$ cat src/rtl/sfp_pkg.sv
package sfp_pkg;
  localparam int WORD_MAX = 32;
  localparam int HI_RES   = 23;
  localparam int NARROW   = 16;
  localparam int N_CH_WORDS = 4;
  localparam int N_SLOTS  = N_CH_WORDS + 1;
  localparam int BIDX_W   = $clog2(WORD_MAX + 1);
  localparam int WIDX_W   = $clog2(N_SLOTS + 1);

  typedef enum logic [1:0] {
    WLEN_16  = 2'b00,
    WLEN_24  = 2'b01,
    WLEN_32  = 2'b10,
    WLEN_BAD = 2'b11
  } wlen_e;

  function automatic logic [BIDX_W-1:0] word_bits(input logic [1:0] code);
    case (wlen_e'(code))
      WLEN_16: return BIDX_W'(16);
      WLEN_24: return BIDX_W'(24);
      default: return BIDX_W'(32);
    endcase
  endfunction
endpackage

$ cat src/rtl/sfp_sclk_gen.sv
module sfp_sclk_gen #(
  parameter int DIV_W  = 4,
  parameter int SYNC_N = 2
) (
  input  logic             clk,
  input  logic             rst_n,
  input  logic             master,
  input  logic [DIV_W-1:0] div,
  input  logic             sclk_in,
  input  logic             fs_in,
  output logic             rise_tick,
  output logic             fall_tick,
  output logic             fs_smp,
  output logic             sclk_q
);
  logic [DIV_W-1:0] cnt;
  logic [DIV_W-1:0] half_m1;
  logic             expire;
  logic [SYNC_N:0]  ck_sh;
  logic [SYNC_N:0]  fs_sh;
  logic             ext_rise, ext_fall;

  assign half_m1 = (div == '0) ? '0 : div - DIV_W'(1);
  assign expire  = (cnt >= half_m1);

  always_ff @(posedge clk) begin
    if (!rst_n || !master) begin
      cnt    <= '0;
      sclk_q <= 1'b0;
    end else if (expire) begin
      cnt    <= '0;
      sclk_q <= ~sclk_q;
    end else begin
      cnt <= cnt + DIV_W'(1);
    end
  end

  always_ff @(posedge clk) begin
    if (!rst_n) begin
      ck_sh <= '0;
      fs_sh <= '0;
    end else begin
      ck_sh <= {ck_sh[SYNC_N-1:0], sclk_in};
      fs_sh <= {fs_sh[SYNC_N-1:0], fs_in};
    end
  end

  assign ext_rise  = ck_sh[SYNC_N-1] & ~ck_sh[SYNC_N];
  assign ext_fall  = ~ck_sh[SYNC_N-1] & ck_sh[SYNC_N];
  assign fs_smp    = fs_sh[SYNC_N-1];
  assign rise_tick = master ? (expire & ~sclk_q) : ext_rise;
  assign fall_tick = master ? (expire & sclk_q) : ext_fall;


  tick_spacing_chk: assert property (@(posedge clk) disable iff (!rst_n)
    rise_tick |=> !rise_tick);
endmodule

$ cat src/rtl/sfp_hold.sv
module sfp_hold #(
  parameter int SAMPLE_W = 24,
  parameter int RD_W     = 32
) (
  input  logic                                    clk,
  input  logic                                    rst_n,
  input  logic                                    smp_valid,
  output logic                                    smp_ready,
  input  logic [sfp_pkg::N_CH_WORDS-1:0][SAMPLE_W-1:0] smp_d,
  input  logic                                    release_i,
  output logic                                    full,
  output logic [sfp_pkg::N_CH_WORDS-1:0][SAMPLE_W-1:0] smp_q,
  output logic                                    overrun,
  input  logic                                    rd_valid,
  input  logic [RD_W-1:0]                         rd_data,
  input  logic                                    rd_take,
  output logic                                    rd_pend,
  output logic [RD_W-1:0]                         rd_word
);
  assign smp_ready = ~full;

  always_ff @(posedge clk) begin
    if (!rst_n) begin
      full  <= 1'b0;
      smp_q <= '0;
    end else if (smp_valid && !full) begin
      full  <= 1'b1;
      smp_q <= smp_d;
    end else if (release_i) begin
      full <= 1'b0;
    end
  end

  always_ff @(posedge clk) begin
    if (!rst_n)                overrun <= 1'b0;
    else if (smp_valid && full) overrun <= 1'b1;
  end

  always_ff @(posedge clk) begin
    if (!rst_n) begin
      rd_pend <= 1'b0;
      rd_word <= '0;
    end else if (rd_valid) begin
      rd_pend <= 1'b1;
      rd_word <= rd_data;
    end else if (rd_take) begin
      rd_pend <= 1'b0;
    end
  end


  overrun_sticky_chk: assert property (@(posedge clk) disable iff (!rst_n)
    overrun |=> overrun);

  hold_intact_chk: assert property (@(posedge clk) disable iff (!rst_n)
    (full && !release_i) |=> (full && $stable(smp_q)));

  release_only_full_chk: assert property (@(posedge clk) disable iff (!rst_n)
    release_i |-> full);
endmodule

$ cat src/rtl/sfp_shifter.sv
module sfp_shifter
  import sfp_pkg::*;
#(
  parameter int SAMPLE_W = 24,
  parameter int RD_W     = 32
) (
  input  logic                                  clk,
  input  logic                                  rst_n,
  input  logic                                  rise_tick,
  input  logic                                  fall_tick,
  input  logic                                  master,
  input  logic                                  fs_smp,
  input  logic [1:0]                            wlen,
  input  logic                                  diversity,
  input  logic                                  append,
  input  logic                                  hold_full,
  input  logic [N_CH_WORDS-1:0][SAMPLE_W-1:0]   smp_q,
  input  logic                                  rd_pend,
  input  logic [RD_W-1:0]                       rd_word,
  output logic                                  sdo,
  output logic                                  fs_out,
  output logic                                  fe_out,
  output logic                                  release_o,
  output logic                                  rd_take
);
  logic                  busy, go, wl16_q, div_q;
  logic [WIDX_W-1:0]     wsel, nw_q, nx_wsel, phys;
  logic [BIDX_W-1:0]     bidx, wb_q, nx_bidx;
  logic [WORD_MAX-1:0]   app_q;
  logic [WORD_MAX-1:0]   wvec [N_SLOTS];
  logic [WORD_MAX-1:0]   nx_word;
  logic                  at_wend, at_fend, nx_bit, nx_last, start_ok, app_now;

  function automatic logic [WORD_MAX-1:0] fmt(input logic [SAMPLE_W-1:0] s,
                                               input logic w16);
    logic [WORD_MAX-1:0] r;
    r = '0;
    if (w16) r[WORD_MAX-1 -: NARROW] = s[SAMPLE_W-1 -: NARROW];
    else     r[WORD_MAX-1 -: HI_RES] = s[SAMPLE_W-1 -: HI_RES];
    return r;
  endfunction

  for (genvar g = 0; g < N_CH_WORDS; g++) begin : g_fmt
    assign wvec[g] = fmt(smp_q[g], wl16_q);
  end
  assign wvec[N_CH_WORDS] = app_q;

  assign at_wend = (bidx == wb_q - BIDX_W'(1));
  assign at_fend = at_wend && (wsel == nw_q - WIDX_W'(1));
  assign nx_wsel = at_wend ? wsel + WIDX_W'(1) : wsel;
  assign nx_bidx = at_wend ? '0 : bidx + BIDX_W'(1);
  assign phys    = (!div_q && nx_wsel == WIDX_W'(2)) ? WIDX_W'(N_CH_WORDS) : nx_wsel;
  assign nx_word = wvec[phys];
  assign nx_bit  = nx_word[BIDX_W'(WORD_MAX - 1) - nx_bidx];
  assign nx_last = (nx_bidx == wb_q - BIDX_W'(1)) && (nx_wsel == nw_q - WIDX_W'(1));

  assign start_ok  = !busy && hold_full && (master || go);
  assign app_now   = append || rd_pend;
  assign release_o = rise_tick && busy && at_fend;
  assign rd_take   = rise_tick && start_ok && rd_pend;

  always_ff @(posedge clk) begin
    if (!rst_n)         go <= 1'b0;
    else if (fall_tick) go <= fs_smp && !master;
    else if (rise_tick) go <= 1'b0;
  end

  always_ff @(posedge clk) begin
    if (!rst_n) begin
      busy   <= 1'b0;
      wsel   <= '0;
      bidx   <= '0;
      nw_q   <= WIDX_W'(2);
      wb_q   <= BIDX_W'(16);
      wl16_q <= 1'b1;
      div_q  <= 1'b0;
      app_q  <= '0;
      sdo    <= 1'b0;
      fs_out <= 1'b0;
      fe_out <= 1'b0;
    end else if (rise_tick) begin
      fs_out <= 1'b0;
      if (busy) begin
        if (at_fend) begin
          busy   <= 1'b0;
          sdo    <= 1'b0;
          fe_out <= 1'b0;
        end else begin
          wsel   <= nx_wsel;
          bidx   <= nx_bidx;
          sdo    <= nx_bit;
          fe_out <= nx_last;
        end
      end else if (start_ok) begin
        busy   <= 1'b1;
        wsel   <= '0;
        bidx   <= '0;
        wb_q   <= word_bits(wlen);
        wl16_q <= (wlen_e'(wlen) == WLEN_16);
        div_q  <= diversity;
        nw_q   <= (diversity ? WIDX_W'(4) : WIDX_W'(2)) + WIDX_W'(app_now);
        app_q  <= rd_pend ? WORD_MAX'(rd_word) : '0;
        sdo    <= smp_q[0][SAMPLE_W-1];
        fs_out <= master;
        fe_out <= 1'b0;
      end else begin
        fe_out <= 1'b0;
      end
    end
  end


  sdo_on_rise_chk: assert property (@(posedge clk) disable iff (!rst_n)
    !rise_tick |=> $stable(sdo));

  fe_with_rise_chk: assert property (@(posedge clk) disable iff (!rst_n)
    $rose(fe_out) |-> $past(rise_tick));

  fs_fe_excl_chk: assert property (@(posedge clk) disable iff (!rst_n)
    !(fs_out && fe_out));

  bit_in_word_chk: assert property (@(posedge clk) disable iff (!rst_n)
    busy |-> (bidx < wb_q));

  busy_holds_chk: assert property (@(posedge clk) disable iff (!rst_n)
    busy |-> hold_full);
endmodule

$ cat src/rtl/ser_frame_tx.sv
module ser_frame_tx
  import sfp_pkg::*;
#(
  parameter int SAMPLE_W = 24,
  parameter int DIV_W    = 4,
  parameter int SYNC_N   = 2
) (
  input  logic                clk,
  input  logic                rst_n,
  input  logic                smp_valid,
  output logic                smp_ready,
  input  logic [SAMPLE_W-1:0] smp_a_i,
  input  logic [SAMPLE_W-1:0] smp_a_q,
  input  logic [SAMPLE_W-1:0] smp_b_i,
  input  logic [SAMPLE_W-1:0] smp_b_q,
  input  logic                cfg_master,
  input  logic                cfg_diversity,
  input  logic [1:0]          cfg_wlen,
  input  logic [DIV_W-1:0]    cfg_div,
  input  logic                cfg_append,
  input  logic                rd_valid,
  input  logic [31:0]         rd_data,
  input  logic                sclk_in,
  input  logic                fs_in,
  output logic                sclk_out,
  output logic                sdo,
  output logic                fs_out,
  output logic                fe_out,
  output logic                overrun
);
  localparam int RD_W = WORD_MAX;

  logic rise_tick, fall_tick, fs_smp, sclk_q;
  logic full, release_w, rd_take, rd_pend;
  logic [RD_W-1:0] rd_word;
  logic [N_CH_WORDS-1:0][SAMPLE_W-1:0] smp_d, smp_q;

  assign smp_d    = {smp_b_q, smp_b_i, smp_a_q, smp_a_i};
  assign sclk_out = cfg_master & sclk_q;

  sfp_sclk_gen #(.DIV_W(DIV_W), .SYNC_N(SYNC_N)) u_clk (
    .clk(clk), .rst_n(rst_n), .master(cfg_master), .div(cfg_div),
    .sclk_in(sclk_in), .fs_in(fs_in), .rise_tick(rise_tick),
    .fall_tick(fall_tick), .fs_smp(fs_smp), .sclk_q(sclk_q)
  );

  sfp_hold #(.SAMPLE_W(SAMPLE_W), .RD_W(RD_W)) u_hold (
    .clk(clk), .rst_n(rst_n), .smp_valid(smp_valid), .smp_ready(smp_ready),
    .smp_d(smp_d), .release_i(release_w), .full(full), .smp_q(smp_q),
    .overrun(overrun), .rd_valid(rd_valid), .rd_data(rd_data),
    .rd_take(rd_take), .rd_pend(rd_pend), .rd_word(rd_word)
  );

  sfp_shifter #(.SAMPLE_W(SAMPLE_W), .RD_W(RD_W)) u_shift (
    .clk(clk), .rst_n(rst_n), .rise_tick(rise_tick), .fall_tick(fall_tick),
    .master(cfg_master), .fs_smp(fs_smp), .wlen(cfg_wlen),
    .diversity(cfg_diversity), .append(cfg_append), .hold_full(full),
    .smp_q(smp_q), .rd_pend(rd_pend), .rd_word(rd_word), .sdo(sdo),
    .fs_out(fs_out), .fe_out(fe_out), .release_o(release_w), .rd_take(rd_take)
  );


  ready_blocked_chk: assert property (@(posedge clk) disable iff (!rst_n)
    (smp_valid && smp_ready) |=> !smp_ready);
endmodule

$ cat config.mk
export PLATFORM = sky130hd
export DESIGN_NAME = ser_frame_tx
export DESIGN_NICKNAME = d
export VERILOG_FILES = /design/src/rtl/sfp_pkg.sv /design/src/rtl/sfp_sclk_gen.sv /design/src/rtl/sfp_hold.sv /design/src/rtl/sfp_shifter.sv /design/src/rtl/ser_frame_tx.sv
export SDC_FILE = /design/constraint.sdc
export NUM_CORES = 1
export LEC_CHECK = 0
export ABC_AREA = 0
export BUFFER_PORTS_ARGS = -buffer_cell sky130_fd_sc_hd__buf_2
export CORE_MARGIN = 2
export CORE_UTILIZATION = 40
export CTS_CLUSTER_DIAMETER = 150
export CTS_CLUSTER_SIZE = 10
export DETAILED_ROUTE_END_ITERATION = 12
export PLACE_DENSITY = 0.63
export SETUP_SLACK_MARGIN = 0.15
export SYNTH_ARGS = -nofsm -noshare
export SYNTH_HDL_FRONTEND = slang
export SYNTH_SLANG_ARGS = --single-unit
$ cat constraint.sdc
create_clock -name clk -period 4.3 [get_ports clk]
set_clock_uncertainty 0.2 [all_clocks]
set_input_delay 0 -clock clk [delete_from_list [all_inputs] [get_ports clk]]
set_output_delay 0 -clock clk [all_outputs]
set_load 0.02 [all_outputs]
Word level (Yosys, flattened, before mapping)
Cells that the tools add are included.
{"block": "op_classes", "order_cmp": 3, "muxes": 40, "n_addsub": 8, "eq_ne": 7, "bitwise": 11, "reduce_logical": 30}
{"cell": "binary-select mux 32 bit (select 3 bit)", "n": 1}
{"cell": "two-way mux 32 bit", "n": 3}
{"cell": "two-way mux 7 bit", "n": 4}
{"cell": "two-way mux 6 bit", "n": 4}
{"cell": "two-way mux 1 bit", "n": 19}
{"cell": "two-way mux 3 bit", "n": 6}
{"cell": "== test 6 bit", "n": 2}
{"cell": "logical AND 1 bit", "n": 12}
{"cell": "case mux 6 bit (2 select lines)", "n": 1}
{"cell": "nonzero test 2 bit", "n": 4}
{"cell": "adder 6 x 1 -> 6 bit, second input constant", "n": 1}
{"cell": "== test 3 bit", "n": 2}
{"cell": "less-than comparator 6 bit, second input constant", "n": 1}
{"cell": "AND reduction 3 bit", "n": 2}
{"cell": "subtractor 5 x 6 -> 6 bit, first input constant", "n": 1}
{"cell": "subtractor 6 x 1 -> 6 bit, second input constant", "n": 1}
{"cell": "AND 1 bit", "n": 5}
{"cell": "binary-select mux 1 bit (select 5 bit)", "n": 1}
{"cell": "logical NOT 1 bit", "n": 5}
{"cell": "inverter 1 bit", "n": 5}
{"cell": "adder 4 x 1 -> 4 bit, second input constant", "n": 1}
{"cell": "greater-or-equal comparator 4 bit", "n": 1}
{"cell": "greater-or-equal comparator 4 bit, second input constant", "n": 1}
{"cell": "logical NOT 4 bit", "n": 1}
{"cell": "other kinds (13)", "n": 15}
{"block": "totals", "ff_bits": 198, "inputBits": 143, "output_inout_bits": 6, "elab_cells": 123}

Longest topological paths before layout
{"block": "depth", "ltp_word": 14, "ltp_mapped": 13}

Modules after synthesis
Synthesis repeated with hierarchy kept, for this count alone.
{"block": "hier_totals", "cells_unflattened": 1142, "hier_area_um2": 9848.2}
{"module": "sfp_hold", "instances": 1, "cells_each": 531, "area_per_inst_um2": 5163.7}
{"module": "sfp_shifter", "instances": 1, "cells_each": 560, "area_per_inst_um2": 4165.2}
{"module": "sfp_sclk_gen", "instances": 1, "cells_each": 50, "area_per_inst_um2": 513.0}
{"module": "ser_frame_tx", "instances": 1, "cells_each": 1, "area_per_inst_um2": 6.3}

Worst setup path after synthesis
OpenSTA, ideal clock, no wires.
{"block": "synth_path", "kind": "register to register", "from": "reg u_shift.wb_q[3]", "to": "reg u_shift.sdo", "required_time_ps": 3962, "n_path_buf": 2, "synth_period_minus_slack_ps": 3355, "setup_ps": 138, "stages_incl_launch_ff": 13, "arrival_time_ps": 3017, "path_slack_ps": 945, "path_cell_list": "dfxtp_1 -> inv_1 -> ha_1 -> xnor2_1 -> or4_1 -> buf_2 -> mux2i_4 -> and2_1 -> buf_4 -> a221o_1 -> o311a_1 -> nor4_1 -> a2111oi_2"}
{"block": "synth_between", "elab_chain_cells": 14}
{"item": "start, declared", "line_no": "sfp_shifter.sv:28", "rtl": "logic [BIDX_W-1:0] bidx, wb_q, nx_bidx;"}
{"item": "start signal, assigned", "line_no": "sfp_shifter.sv:98", "rtl": "wb_q <= word_bits(wlen);"}
{"item": "subtractor 6 x 1 -> 6 bit *", "line_no": "sfp_shifter.sv:48", "rtl": "assign at_wend = (bidx == wb_q - BIDX_W'(1));"}
{"item": "== test 6 bit *", "line_no": "sfp_shifter.sv:48"}
{"item": "two-way mux 3 bit", "line_no": "sfp_shifter.sv:50", "rtl": "assign nx_wsel = at_wend ? wsel + WIDX_W'(1) : wsel;"}
{"item": "== test 3 x 2 -> 1 bit", "line_no": "sfp_shifter.sv:52", "rtl": "assign phys = (!div_q && nx_wsel == WIDX_W'(2)) ? WIDX_W'(N_CH_WORDS) : nx_wsel;"}
{"item": "logical AND 1 bit", "line_no": "sfp_shifter.sv:52"}
{"item": "two-way mux 3 bit", "line_no": "sfp_shifter.sv:52"}
{"item": "inverter 3 -> 4 bit (not written as such)", "line_no": "sfp_shifter.sv:53", "rtl": "assign nx_word = wvec[phys];"}
{"item": "binary-select mux 32 bit (select 3 bit)", "line_no": "sfp_shifter.sv:53"}
{"item": "two-way mux 32 bit (not written as such) (2 in series)", "line_no": "sfp_shifter.sv:53"}
{"item": "binary-select mux 1 bit (select 5 bit)", "line_no": "sfp_shifter.sv:54", "rtl": "assign nx_bit = nx_word[BIDX_W'(WORD_MAX - 1) - nx_bidx];"}
{"item": "two-way mux 1 bit (not written as such)", "line_no": "sfp_shifter.sv:54"}
{"item": "two-way mux 1 bit *", "line_no": "sfp_shifter.sv:84", "rtl": "if (at_fend) begin"}
{"item": "two-way mux 1 bit *", "line_no": "sfp_shifter.sv:83", "rtl": "if (busy) begin"}
{"item": "end signal, assigned", "line_no": "sfp_shifter.sv:91", "rtl": "sdo <= nx_bit;"}
{"item": "end signal, assigned", "line_no": "sfp_shifter.sv:103", "rtl": "sdo <= smp_q[0][SAMPLE_W-1];"}
{"item": "end, declared", "line_no": "sfp_shifter.sv:20", "rtl": "output logic sdo,"}
Mark *: on every way between the ends. The rest lies on a longest branch, timed or not. The select of a mux whose other input is x is not followed.
A chain may end at the register's enable or synchronous reset.

Worst setup path after layout
Ends and elaborated chain as after synthesis.

==> reports/metrics.yaml <==
outcome:
  status: "finished clean"
place:
  dpl.hpwl_um: 18200
  port_buffers: 144
  gp_congestion: 0.906
  placed_area_mm2: 0.0102
synth:
  yosys_warnings: 0
  synth_area_leaders: "dfxtp_1 41%, nand2_1 11%, a21boi_0 11%"
  synth_cells: 1114
  synth_edf_count: 0
  synth-seq-area-share_pct: 41.1
  yosysMostFrequentCell: "nand2_1"
  syn_nets: 1267
  ys.flop_type: "dfxtp_1"
  synth_top_area_share_pct: 41.1
  synth-seq-cells: 190
  synth_top_area_cell: "dfxtp_1"
  synth_area_per_cell_um2: 8.30
  ys_types: 64
  synthArstFlopShare_pct: 0
  syn_area_mm2: 0.00925
  synthTopCellsByCount: "275 x nand2_1, 190 x dfxtp_1, 134 x a21boi_0"
sta:
  relSlewSlack_pct: 21.0
  fin_crit_ns: 3.79
  final.setup.tns_ns: 0
  timing.final.hold_violations: 0
  final.period_utilization_pct: 88.2
  tightest_slew_ns: 1.18
  setup_violations: 0
  fmax_mhz: 264
  rsz0062_at_grt: "no"
  drv_slew: 0
power_and_ir_drop:
  leakage_nw: 4.96
  powerDensity_mw_per_mm2: 316
  max-vdd-ir-drop_v: 0.000191
critical_path:
  rr_startpoint: "u_shift.wb_q[3]"
  crit_family: "compound AO/OA/AOI/OAI gates"
  critPathRequiredTime_ns: 4.43
  max_stage_delay_ns: 0.51
  regToRegSetupSlack_ns: 0.51
  worst_r2r_endpoint: "u_shift.sdo"
  start_kind: "register"
  crit_buf_inv: 3
  critPathArrivalTime_ns: 3.93
  cp_cell_sequence: "inv_1 > ha_1 > xnor2_1 > buf_4 > nor4_4 > buf_4 > mux2i_1 > and2_1 > a22oi_1 > o21a_1 > o22ai_1 > a311oi_1 > a2111oi_2"
  r2r_cells: 13
  crit_slowest_cell: "mux2i_1"
  crit_top_cell: "buf_4"
  worstSetupPathType: "register to register"
  end_kind: "register"
  path_max_fanout: 10
min_path:
  whs_path_depth: 8
  hold_start: "cfg_div[3]"
  hold_end: "u_clk.sclk_q"
  hp-class: "input pin to register"
clock_network:
  clkTransAtPathRegs_ns: 0.07
  h-tree-depth: 4
  worstSkewPairLatency_ns: 0.44
  cts_made_buffers: 17
  post_cts_resized: 0
  cts.sinks: 190
  post_cts_buffers: 0
  cts_buffer_depth: 2
  cts_tree: "done"
  cts-root-buf: "clkbuf_16"
detailed_routing:
  viasPerCell: 5.21
  drtIter0Drc: 729
  totalWireLength_um: 27900
  drc: 0
  vias: 8813
  dr.pass1.iters: 5
  wl_per_cell_um: 16.5
  ant_nets: 0
final_layout:
  final_cell_area_mm2: 0.0126
  layout-drive-gt1-share_pct: 15.5
  final_core_util_pct: 55.5
  diodes: 0
  fin_nets: 1545
  nFillCells: 2075
  area_delta_synth_final_pct: 35.8
die:
  initial_utilization_pct: 40.9
  die_w_um: 156
  core_mm2: 0.0226
  dieArea_mm2: 0.0244
  ios: 149
  num_rows: 55
  die_h_um: 156
global_route:
  grt.total_usage_pct: 23.3
  grt_pass1_wl_um: 44400
  antenna_found_initial: 0
  grt.overflow.total: 0
  grt_max_degree: 99
  grt_pass1_vias: 8564
flow_run:
  cap_violations: 0
## cells by family after synthesis
group / synth area share, %
AOI/OAI and AO/OA: 20.7
xor gates and xnor gates: 2.26
adders and majority gates: 1.35
buffers and inverters: 4.30
DFF: 41.1
muxes: 7.79
and+or+nand+nor: 22.4
## worst register-to-register path: cells and delay by family (launching register included)
family,cells,cell delay (ns)
AO/OA/AOI/OAI,5,0.86
buffers and inverters,3,0.48
XOR/XNOR,1,0.14
AND/OR/NAND/NOR,2,0.80
flip-flops,1,0.40
multiplexers,1,0.51
adder cells (fa/ha/maj),1,0.30
## cell usage in the layout, fill, tap and decap left out, drive strengths merged, types with 4 or more instances in the layout
| cell type | count |
|---|---|
| o21ai | 27 |
| o311a | 5 |
| nand2b | 6 |
| nand3 | 46 |
| mux2i | 64 |
| o221ai | 7 |
| nand2 | 276 |
| a221oi | 8 |
| o21a | 9 |
| nand4 | 5 |
| clkbuf | 17 |
| dfxtp | 190 |
| xor2 | 10 |
| nor3b | 4 |
| and3 | 7 |
| ha | 10 |
| mux2 | 4 |
| clkinv | 7 |
| a21oi | 22 |
| and2 | 14 |
| dlygate4sd3 | 173 |
| buf | 165 |
| o22ai | 9 |
| nor2 | 27 |
| nor2b | 46 |
| a2111oi | 4 |
| nor3 | 11 |
| a31oi | 9 |
| or2 | 4 |
| a22oi | 6 |
| xnor2 | 11 |
| inv | 27 |
| a21boi | 134 |
| nor4 | 4 |
## how the worst max path moves through the flow
stage               slack (ns)          end  depth (start not counted)       startpoint
global placement          0.60  u_shift.sdo                         13  u_shift.wb_q[3]
floorplan                 0.94  u_shift.sdo                         12  u_shift.wb_q[3]
global route              0.22  u_shift.sdo                         13  u_shift.wb_q[3]
CTS                       0.53  u_shift.sdo                         13  u_shift.wb_q[3]
finish                    0.51  u_shift.sdo                         13  u_shift.wb_q[3]
detailed placement        0.56  u_shift.sdo                         13  u_shift.wb_q[3]
## report_power, final
group / switching [mW] / internal, mW / total, mW
logic: 0.197 / 0.253 / 0.449
registers: 0.0563 / 1.83 / 1.89
clock network: 0.792 / 0.844 / 1.64
total: 1.04 / 2.93 / 3.97
## timing repair
item                                    in CTS  in global routing
endpoints found under the setup margin       0                  0
hold buffers                               173                  0
hold endpoints to repair                   168                  0
## stage by stage
stage | hold slack (ns) | instances | power [mW] | worst slack (ns)
5_1_grt | 0.152 | 1690 | 4.14 | 0.217
3_5_place_dp | 0.0133 | 1485 | 2.25 | 0.562
2_1_floorplan | -0.0727 | 1114 | 2.11 | 0.945
6_report | 0.101 | 1690 | 3.97 | 0.507
3_3_place_gp | 0.0130 | 1485 | 2.25 | 0.597
4_1_cts | 0.0907 | 1690 | 4.01 | 0.527
## state kept, by name, summed over array words and instances, names as in the netlist, 2 cells and up
signal	flops
u_shift.bidx	6
u_shift.app_q	32
u_hold.rd_word	32
u_hold.smp_q	92
u_clk.ck_sh	3
u_clk.fs_sh	2
u_shift.wb_q	3
u_shift.wsel	3
u_clk.cnt	4
u_shift.nw_q	3
## layer usage
layer	GRT usage [%]	up-vias	wire [um]
met1	29.6	4148	12400
met3	3.89	44	1100
met4	8.78	0	741
met5	0	-	0
met2	39.7	215	13700
li1	-	4406	-
## area by class of cell
type                       count  area, um^2  share of cell area [%]
clock inverter                15         193                    1.53
timing repair buffer         338        2640                    21.0
clock buffer                  17         425                    3.39
inverter                      20        75.1                   0.597
multi-input combinational    825        5080                    40.4
tap                          285         357                    2.84
sequential                   190        3800                    30.3
Power figures use the tool's default switching activity.
